--- src/rtl/dac_front_pkg.sv ---
package dac_front_pkg;
  localparam int ADDR_W = 6;
  localparam int BUS_W  = 32;
  localparam int SEL_W  = 3;

  localparam logic [ADDR_W-1:0] A_CTRL  = 6'h00;
  localparam logic [ADDR_W-1:0] A_SOFT  = 6'h04;
  localparam logic [ADDR_W-1:0] A_R12   = 6'h08;
  localparam logic [ADDR_W-1:0] A_L12   = 6'h0C;
  localparam logic [ADDR_W-1:0] A_R8    = 6'h10;
  localparam logic [ADDR_W-1:0] A_OUT   = 6'h2C;
  localparam logic [ADDR_W-1:0] A_STAT  = 6'h34;

  localparam int BIT_DMA_EN = 12;
  localparam int BIT_UDR    = 13;
  localparam logic [SEL_W-1:0] SEL_SOFT = 3'd7;

  typedef enum logic [1:0] {
    FMT_R12 = 2'd0,
    FMT_L12 = 2'd1,
    FMT_R8  = 2'd2
  } holdFmt_e;

  typedef struct packed {
    logic         holdWr;
    holdFmt_e     fmt;
    logic [15:0]  data;
    logic         loadDirect;
    logic         loadTrig;
  } pathStrobe_t;
endpackage

--- src/rtl/edge_sync.sv ---
module edge_sync #(
  parameter int STAGES = 2
) (
  input  logic clk,
  input  logic rstN,
  input  logic lineIn,
  output logic rise
);
  logic [STAGES-1:0] syncQ;
  logic              lastQ;

  always_ff @(posedge clk) begin
    if (!rstN) begin
      syncQ <= '0;
      lastQ <= 1'b0;
    end else begin
      syncQ <= {syncQ[STAGES-2:0], lineIn};
      lastQ <= syncQ[STAGES-1];
    end
  end

  assign rise = syncQ[STAGES-1] & ~lastQ;
endmodule

--- src/rtl/dac_ctrl.sv ---
module dac_ctrl
  import dac_front_pkg::*;
#(
  parameter int N_TIM  = 4,
  parameter int DAC_W  = 12,
  parameter int STAGES = 2
) (
  input  logic              clk,
  input  logic              rstN,
  input  logic              wrEn,
  input  logic [ADDR_W-1:0] wrAddr,
  input  logic [BUS_W-1:0]  wrData,
  input  logic [ADDR_W-1:0] rdAddr,
  output logic [BUS_W-1:0]  rdData,
  input  logic [N_TIM-1:0]  timTrig,
  input  logic              extTrig,
  input  logic              dmaAck,
  input  logic [DAC_W-1:0]  holdVal,
  input  logic [DAC_W-1:0]  outVal,
  output pathStrobe_t       stb,
  output logic              dmaReq,
  output logic              irq,
  output logic              chanOn,
  output logic              bufOff
);
  localparam int N_HW = N_TIM + 1;

  logic             trigOn;
  logic [SEL_W-1:0] trigSel;
  logic             dmaOn;
  logic             udrIe;
  logic             swBit;
  logic             udrFlag;
  logic             firePend;
  logic [N_HW-1:0]  hwLines;
  logic [N_HW-1:0]  hwRise;
  logic             hwHit;
  logic             swHit;

  assign hwLines = {extTrig, timTrig};

  for (genvar i = 0; i < N_HW; i++) begin : gSync
    edge_sync #(.STAGES(STAGES)) uSync (
      .clk(clk), .rstN(rstN), .lineIn(hwLines[i]), .rise(hwRise[i])
    );
  end

  always_comb begin
    hwHit = 1'b0;
    if (trigOn && int'(trigSel) < N_HW) hwHit = hwRise[trigSel];
  end
  assign swHit = trigOn && (trigSel == SEL_SOFT) && swBit;

  wire wrCtrl = wrEn && (wrAddr == A_CTRL);
  wire wrSoft = wrEn && (wrAddr == A_SOFT);
  wire wrStat = wrEn && (wrAddr == A_STAT);

  always_ff @(posedge clk) begin
    if (!rstN) begin
      chanOn  <= 1'b0;
      bufOff  <= 1'b0;
      trigOn  <= 1'b0;
      trigSel <= '0;
      dmaOn   <= 1'b0;
      udrIe   <= 1'b0;
    end else if (wrCtrl) begin
      chanOn <= wrData[0];
      bufOff <= wrData[1];
      dmaOn  <= wrData[BIT_DMA_EN];
      udrIe  <= wrData[BIT_UDR];
      if (!chanOn) begin
        trigOn  <= wrData[2];
        trigSel <= wrData[5:3];
      end
    end
  end

  always_ff @(posedge clk) begin
    if (!rstN) begin
      swBit    <= 1'b0;
      firePend <= 1'b0;
    end else begin
      firePend <= hwHit | swHit;
      if (wrSoft && wrData[0]) swBit <= 1'b1;
      else if (swHit)          swBit <= 1'b0;
    end
  end

  always_ff @(posedge clk) begin
    if (!rstN) begin
      dmaReq  <= 1'b0;
      udrFlag <= 1'b0;
    end else begin
      if (hwHit && dmaOn) dmaReq <= 1'b1;
      else if (dmaAck)    dmaReq <= 1'b0;
      if (hwHit && dmaOn && dmaReq && !dmaAck) udrFlag <= 1'b1;
      else if (wrStat && wrData[BIT_UDR])      udrFlag <= 1'b0;
    end
  end

  assign irq = udrFlag & udrIe;

  wire holdSel = wrEn && (wrAddr == A_R12 || wrAddr == A_L12 || wrAddr == A_R8);
  always_comb begin
    stb.holdWr     = holdSel;
    stb.fmt        = (wrAddr == A_L12) ? FMT_L12 : (wrAddr == A_R8) ? FMT_R8 : FMT_R12;
    stb.data       = wrData[15:0];
    stb.loadDirect = holdSel && !trigOn;
    stb.loadTrig   = firePend;
  end

  always_comb begin
    rdData = '0;
    case (rdAddr)
      A_CTRL: begin
        rdData[0] = chanOn;
        rdData[1] = bufOff;
        rdData[2] = trigOn;
        rdData[5:3] = trigSel;
        rdData[BIT_DMA_EN] = dmaOn;
        rdData[BIT_UDR] = udrIe;
      end
      A_SOFT: rdData[0] = swBit;
      A_R12:  rdData[DAC_W-1:0] = holdVal;
      A_L12:  rdData[15:16-DAC_W] = holdVal;
      A_R8:   rdData[7:0] = holdVal[DAC_W-1:DAC_W-8];
      A_OUT:  rdData[DAC_W-1:0] = outVal;
      A_STAT: rdData[BIT_UDR] = udrFlag;
      default: rdData = '0;
    endcase
  end
endmodule

--- src/rtl/dac_path.sv ---
module dac_path
  import dac_front_pkg::*;
#(
  parameter int DAC_W = 12
) (
  input  logic              clk,
  input  logic              rstN,
  input  pathStrobe_t       stb,
  output logic [DAC_W-1:0]  holdVal,
  output logic [DAC_W-1:0]  outVal
);
  localparam int PAD8 = DAC_W - 8;
  logic [DAC_W-1:0] nextHold;

  always_comb begin
    case (stb.fmt)
      FMT_L12: nextHold = stb.data[15:16-DAC_W];
      FMT_R8:  nextHold = {stb.data[7:0], {PAD8{1'b0}}};
      default: nextHold = stb.data[DAC_W-1:0];
    endcase
  end

  always_ff @(posedge clk) begin
    if (!rstN) begin
      holdVal <= '0;
      outVal  <= '0;
    end else begin
      if (stb.holdWr) holdVal <= nextHold;
      if (stb.loadDirect)    outVal <= nextHold;
      else if (stb.loadTrig) outVal <= holdVal;
    end
  end
endmodule

--- src/rtl/trig_dac_front.sv ---
module trig_dac_front
  import dac_front_pkg::*;
#(
  parameter int N_TIM  = 4,
  parameter int DAC_W  = 12,
  parameter int STAGES = 2
) (
  input  logic              clk,
  input  logic              rstN,
  input  logic              wrEn,
  input  logic [ADDR_W-1:0] wrAddr,
  input  logic [BUS_W-1:0]  wrData,
  input  logic [ADDR_W-1:0] rdAddr,
  output logic [BUS_W-1:0]  rdData,
  input  logic [N_TIM-1:0]  timTrig,
  input  logic              extTrig,
  input  logic              dmaAck,
  output logic              dmaReq,
  output logic              irq,
  output logic              chanOn,
  output logic              bufOff,
  output logic [DAC_W-1:0]  dacCode
);
  pathStrobe_t      pathStb;
  logic [DAC_W-1:0] holdVal;

  dac_ctrl #(.N_TIM(N_TIM), .DAC_W(DAC_W), .STAGES(STAGES)) uCtrl (
    .clk(clk), .rstN(rstN), .wrEn(wrEn), .wrAddr(wrAddr), .wrData(wrData),
    .rdAddr(rdAddr), .rdData(rdData), .timTrig(timTrig), .extTrig(extTrig),
    .dmaAck(dmaAck), .holdVal(holdVal), .outVal(dacCode), .stb(pathStb),
    .dmaReq(dmaReq), .irq(irq), .chanOn(chanOn), .bufOff(bufOff)
  );

  dac_path #(.DAC_W(DAC_W)) uPath (
    .clk(clk), .rstN(rstN), .stb(pathStb), .holdVal(holdVal), .outVal(dacCode)
  );
endmodule

--- config.mk ---
export PLATFORM = sky130hd
export DESIGN_NAME = trig_dac_front
export DESIGN_NICKNAME = d
export VERILOG_FILES = /design/src/rtl/dac_front_pkg.sv /design/src/rtl/edge_sync.sv /design/src/rtl/dac_ctrl.sv /design/src/rtl/dac_path.sv /design/src/rtl/trig_dac_front.sv
export SDC_FILE = /design/constraint.sdc
export NUM_CORES = 1
export LEC_CHECK = 0
export ABC_AREA = 1
export BUFFER_PORTS_ARGS = -buffer_cell sky130_fd_sc_hd__buf_2
export CAP_MARGIN = 20
export CELL_PAD_IN_SITES_DETAIL_PLACEMENT = 0
export CELL_PAD_IN_SITES_GLOBAL_PLACEMENT = 1
export CORE_UTILIZATION = 25
export DETAILED_ROUTE_END_ITERATION = 10
export HOLD_SLACK_MARGIN = 0.12
export PLACE_DENSITY_LB_ADDON = 0.1
export SYNTH_ARGS = -nofsm -noshare
export SYNTH_HDL_FRONTEND = slang
export SYNTH_SLANG_ARGS = --single-unit
--- constraint.sdc ---
create_clock -name clk -period 2.6 [get_ports clk]
set_clock_uncertainty 0.15 [all_clocks]
set_input_delay 0.13 -clock clk [delete_from_list [all_inputs] [get_ports clk]]
set_output_delay 0.13 -clock clk [all_outputs]
set_load 0.01 [all_outputs]
; After elaboration in Yosys (flattened, before gate mapping)
; Cells that the tools add are included.
[classes]
n_shift = 0
mux = 22
div_mod_pow = 0
bitwise = 13
addsub = 0
eq_ne = 14
order_cmp = 2
n_mul = 0
reduce_logical = 24
[ops]
columns = cell, n
row1 = $eq A6 B4 Y1 const B, 4
row2 = $mux W12, 2
row3 = $pmux W12 S2, 1
row4 = $eq A6 B6 Y1 const B, 3
row5 = $logic_and A1 B1 Y1, 13
row6 = $eq A6 B3 Y1 const B, 2
row7 = $eq A6 B5 Y1 const B, 2
row8 = $logic_not A6 Y1, 2
row9 = $pmux W3 S4, 1
row10 = $pmux W4 S3, 1
row11 = $pmux W2 S5, 1
row12 = $mux W1, 8
row13 = $pmux W2 S4, 1
row14 = $reduce_bool A2 Y1, 4
row15 = $and A1 B1 Y1, 6
row16 = $mux W2, 3
row17 = $not A1 Y1, 6
row18 = $pmux W1 S5, 1
row19 = $lt A3 B4 Y1 const B, 1
row20 = $bmux W1 S3, 1
row21 = $eq A3 B3 Y1 const B, 1
row22 = $lt A3 B3 Y1 const B, 1
row23 = $pmux W1 S3, 1
row24 = $eq A2 B1 Y1 const B, 1
row25 = other kinds (6), 8
[totals]
ramBits = 0
romBits = 0
in_bits = 53
mem_count = 0
output_inout_bits = 48
elab_cells = 97
latch_bits = 0
ff_bits = 51

; Depth between registers and ports, before layout
[depth]
depth_word = 9
ltp_mapped = 11

; Hierarchy
; A second synthesis with hierarchy kept.
[unflattened]
cells_unflattened = 447
hier_area_um2 = 2995.4
[modules_own_cells]
columns = mod, n_inst, area_each_um2, cells_per_inst
row1 = dac_ctrl, 1, 1276.2, 211
row2 = dac_path, 1, 1256.2, 181
row3 = edge_sync, 5, 92.6, 11

; Worst setup path after synthesis
; Ideal clock, no wire load.
[synth_path]
kind = in2reg
start = input wrAddr[1]
end = register uPath.outVal[10]
required_time_ps = 2340
setup_time_ps = 110
stages = 9
arrival_time_ps = 1021
setup_slack_ps = 1319
path_buffers = 1
path_cell_list = nor2_2 -> nand3_1 -> buf_2 -> nand3_1 -> nand3_1 -> nand2_1 -> nand3_1 -> nand2_1 -> inv_1
[synth_via]
elab_chain_cells = 6
[synth_lines]
columns = element, line_no
row1 = from (decl), trig_dac_front.sv:11  ; input logic [ADDR_W-1:0] wrAddr,
row2 = $eq A6 B5 Y1 (tied with other cells), "dac_ctrl.sv:103, dac_ctrl.sv:106"
row3 = $mux W2 / $logic_or A1 B1 Y1 (equally long branches) (2 in a row), "dac_ctrl.sv:106, dac_ctrl.sv:103"
row4 = $eq A2 B2 Y1 (tied with other cells), dac_path.sv:16  ; case (stb.fmt)
row5 = $pmux W12 S2 / $logic_and A1 B1 Y1 (equally long branches), "dac_path.sv:16, dac_ctrl.sv:108"
row6 = $mux W12 / $reduce_bool A2 Y1 (equally long branches), n/a
row7 = to (signal assigned), dac_path.sv:29  ; if (stb.loadDirect) outVal <= nextHold;
row8 = to (signal assigned), dac_path.sv:30  ; else if (stb.loadTrig) outVal <= holdVal;
row9 = to (decl), dac_path.sv:10  ; output logic [DAC_W-1:0] outVal
; Several ways; a longest one is shown, not always the timed one.
; A chain may end at the register's enable or synchronous reset.

; Worst setup path after layout
[layout_path]
start = input wrAddr[1]
end = register uPath.holdVal[11]
[layout_via]
elab_chain_cells = 5
[layout_lines]
columns = element, line_no
row1 = $eq A6 B5 Y1, "dac_ctrl.sv:103, dac_ctrl.sv:106"
row2 = $mux W2 (2 in a row), dac_ctrl.sv:106  ; stb.fmt = (wrAddr == A_L12) ? FMT_L12 : (wrAddr == A_R8) ? FMT_R8 : FMT_R12;
row3 = $eq A2 B2 Y1 / $eq A2 B1 Y1 (equally long branches), dac_path.sv:16
row4 = $pmux W12 S2, dac_path.sv:16
row5 = to (signal assigned), dac_path.sv:28  ; if (stb.holdWr) holdVal <= nextHold;
row6 = to (decl), dac_path.sv:9  ; output logic [DAC_W-1:0] holdVal,
; Several ways; a longest one is shown, not always the timed one.

==> impl_metrics.csv <==
group,metric,value,unit
run_status,status,"finished clean",
pwr,power_switching,382,uW
pwr,p_seq_share,53.8,%
timing,slew_viol_final,0,
floorplan,die_height,108,um
grt,grt_pass1_wl,14200,um
floorplan,die_area,11700,um2
synthesis,syn_area_per_cell,6.65,um2
floorplan,coreArea,10900,um2
timing,fmax,0.504,GHz
setup_path,crit_type,"primary input to flip-flop",
layout,diodes,0,
hold_path,hold_class,"primary input to flip-flop",
timing,setup_tns,0,ns
flow_run,maxCapViolCount,0,
synthesis,syn_inst,423,
synthesis,ys_ff_latch,51,
timing,setup_viol_count_final,0,
floorplan,rows,38,
clocking,numCtsBuffers,5,
layout,seq_area,1020,um2
clocking,cts-resized-gates,0,
clocking,cts.sinks,51,
route,routed_wl,8990,um
synthesis,yosysUniqueCellTypes,33,
setup_path,max_stage_delay,0.55,ns
synthesis,synth_warnings,0,
timing,rsz0062_at_grt,"no",
clocking,root_buffer,"clkbuf_8",
floorplan,dieWidth,108,um
clocking,cts_tree,"built",
synthesis,synth_fa_ha_area_share,0,%
synthesis,synth_flop_cell,"dfxtp_1",
setup_path,endpoint_kind,"flip-flop",
grt,antenna_found_initial,0,
grt,grt_overflow,0,
place,gp_congestion,0.753,
grt,grt_pass1_vias,2824,
synthesis,synth_compound_area_share,12.7,%
synthesis,synthMuxAreaShare,0,%
pwr,ir_drop,0.194,mV
clocking,post-cts-setup-buffer-count,0,
clocking,cts_hold_buf,30,
timing,slew_headroom,66.1,%
floorplan,ios,101,
timing,fin_crit_sh,76.2,%
timing,min_period,1.98,ns
pwr,powerDensity,415,nW/um2
grt,grt_max_degree,26,
route,drc,0,
route,ant_nets,0,
pwr,finalPower,1500,uW
clocking,htree_levels,2,
clocking,cts_buffer_depth,2,
setup_path,slowest_stage,"dlygate4sd3_1",
layout,final_layout_size_suffix_gt1_share,17.6,%
clocking,path_clk_slew,0.09,ns
place,dp_slack,0.544,ns
timing,fin_ws,0.618,ns
setup_path,path_cells,"buf_2, nor2_2, nand3_1, inv_2, nand2_1, nand3_1, dlygate4sd3_1, nor2_1, nor2_1",
pwr,intPower,1120,uW
setup_path,crit_fanout,13,
layout,filler_cell_count,1217,
setup_path,start_kind,"primary input",
timing,tightest_slew,0.507,ns
route,routed_via_density,4.48,
place,numPortBuffers,68,
place,hpwl,6900,um
pwr,power_leakage,0.00182,uW
layout,multi_input_area,1410,um2
floorplan,start_util,25.8,%
route,wire_per_inst,13.7,um
layout,finish.net_count,569,
synthesis,yosysSeqAreaShare,36.3,%
grt,grtUsageTotal,16.0,%
setup_path,cp_data_required_time,2.70,ns
synthesis,yosys.area_share.simple,35.4,%
synthesis,synth_xor_xnor_area_share,0,%
route,vias,2942,
clocking,clk_latency,0.31,ns
layout,synthToLayoutAreaGrowth,28.4,%
route,first_iter_violations,77,
setup_path,crit_arrival,2.08,ns
pwr,pwr-share-clk,34.1,%
synthesis,netlist_area,2810,um2
pwr,p_sw_share,25.5,%
synthesis,synthArstFlopShare,0,%
pwr,combPwrFrac,12.1,%
synthesis,synth_top_family_by_area,"simple AND/OR/NAND/NOR gates",
synthesis,synth_edf_count,0,
timing,final_hold_viol_count,0,
route,drt-pass1-iter-count,4,
==> layout make-up <==
class	count	area share, %
inverters	60	6.23
flip-flops and latches	51	28.3
well taps	140	4.85
repair buffers	103	18.8
multi-input cells	295	39.1
clock buffers	8	2.77
==> path summary, 6_finish.rpt <==
| kind | slack [ns] | to | depth (start not counted) | start |
|---|---|---|---|---|
| setup reg to reg | 0.83 | uPath.outVal[6] | 7 | uCtrl.trigOn |
| hold reg to reg | 0.27 | uCtrl.gSync[4].uSync.syncQ[1] | 2 | uCtrl.gSync[4].uSync.syncQ[0] |
| setup / recovery | 0.62 | uPath.holdVal[11] | 9 | wrAddr[1] |
| hold / removal | 0.14 | uPath.holdVal[6] | 5 | wrData[10] |
==> power by group through the flow <==
stage          combinational [uW]  sequential, uW  clock [uW]
5_1_grt                       202             809         564
6_report                      181             807         511
2_1_floorplan                99.2             823           0
4_1_cts                       182             807         536
3_3_place_gp                  149             825           0
3_5_place_dp                  149             825           0
==> metal layers <==
layer	wire length (um)	part of all wire, %	vias up	track usage (%)
met1	4170	46	1314	21.1
met5	0	0	-	0
met4	178	2.0	0	5.38
li1	-	-	1531	-
met3	519	5.8	10	2.53
met2	4120	46	87	26.3
==> critical path, delay by kind of cell <==
| family | cells | cell delay (ns) |
|---|---|---|
| simple gates | 6 | 0.97 |
| buf+inv | 3 | 0.98 |
==> state kept, by name (all words and copies together) (netlist names) <==
| name | cells |
|---|---|
| uCtrl.dmaReq | 1 |
| uPath.holdVal | 12 |
| uPath.outVal | 12 |
| uCtrl.chanOn | 1 |
| uCtrl.gSync.uSync.syncQ | 10 |
| uCtrl.udrIe | 1 |
| uCtrl.bufOff | 1 |
| uCtrl.firePend | 1 |
| uCtrl.udrFlag | 1 |
| uCtrl.swBit | 1 |
| uCtrl.trigSel | 3 |
| uCtrl.dmaOn | 1 |
| uCtrl.trigOn | 1 |
| uCtrl.gSync.uSync.lastQ | 5 |
==> kinds of logic (layout without fill, tap and decap cells) <==
kind of cell | Yosys count | count (layout)
buf+inv | 92 | 171
other cells | 1 | 16
flops | 51 | 51
simple gates | 220 | 220
compound gates | 59 | 59
==> synthesized netlist by cell type (2+ instances only) <==
| cell type | instances | area, um2 |
|---|---|---|
| o21ai_1 | 2 | 10.0 |
| nand2_1 | 99 | 372 |
| buf_6 | 3 | 33.8 |
| o21ai_0 | 20 | 100 |
| buf_2 | 4 | 20.0 |
| nand4_1 | 16 | 100 |
| inv_1 | 57 | 214 |
| buf_4 | 17 | 128 |
| nor2_1 | 39 | 146 |
| nor2_2 | 2 | 12.5 |
| nand3_1 | 52 | 260 |
| dfxtp_1 | 51 | 1020 |
| clkbuf_1 | 7 | 26.3 |
| inv_2 | 2 | 7.51 |
| o2111ai_1 | 3 | 26.3 |
| nor2_4 | 2 | 22.5 |
| nand3b_1 | 2 | 15.0 |
| o211ai_1 | 7 | 52.6 |
| nor3_1 | 3 | 15.0 |
| a21oi_1 | 15 | 75.1 |
| a22oi_1 | 8 | 60.1 |
==> through the flow <==
step	area, um2	cells	hold WS, ns	util [%]
detailed placement	3210	619	0.165	29.5
finish	3610	657	0.142	33.2
global placement	3210	619	0.165	29.5
CTS	3610	657	0.131	33.2
floorplan	2870	438	0.0776	-
global route	3610	657	0.187	33.2
==> placed cells by master, fill, tap and decap left out, types with 2 or more instances in the layout <==
cell type      instances
o21ai_1                2
buf_2                 68
nor2_4                 2
o21ai_0               20
inv_2                  2
nand4_1               16
nand3_1               52
nor2_1                39
a22oi_1                8
nand3b_1               2
conb_1                16
a21oi_1               15
dlygate4sd3_1         30
inv_1                 57
clkbuf_8               7
o2111ai_1              3
o211ai_1               7
nor2_2                 2
nor3_1                 3
nand2_1               99
dfxtp_1               51
buf_4                  5
No activity file was read; power rests on OpenSTA's default activity.
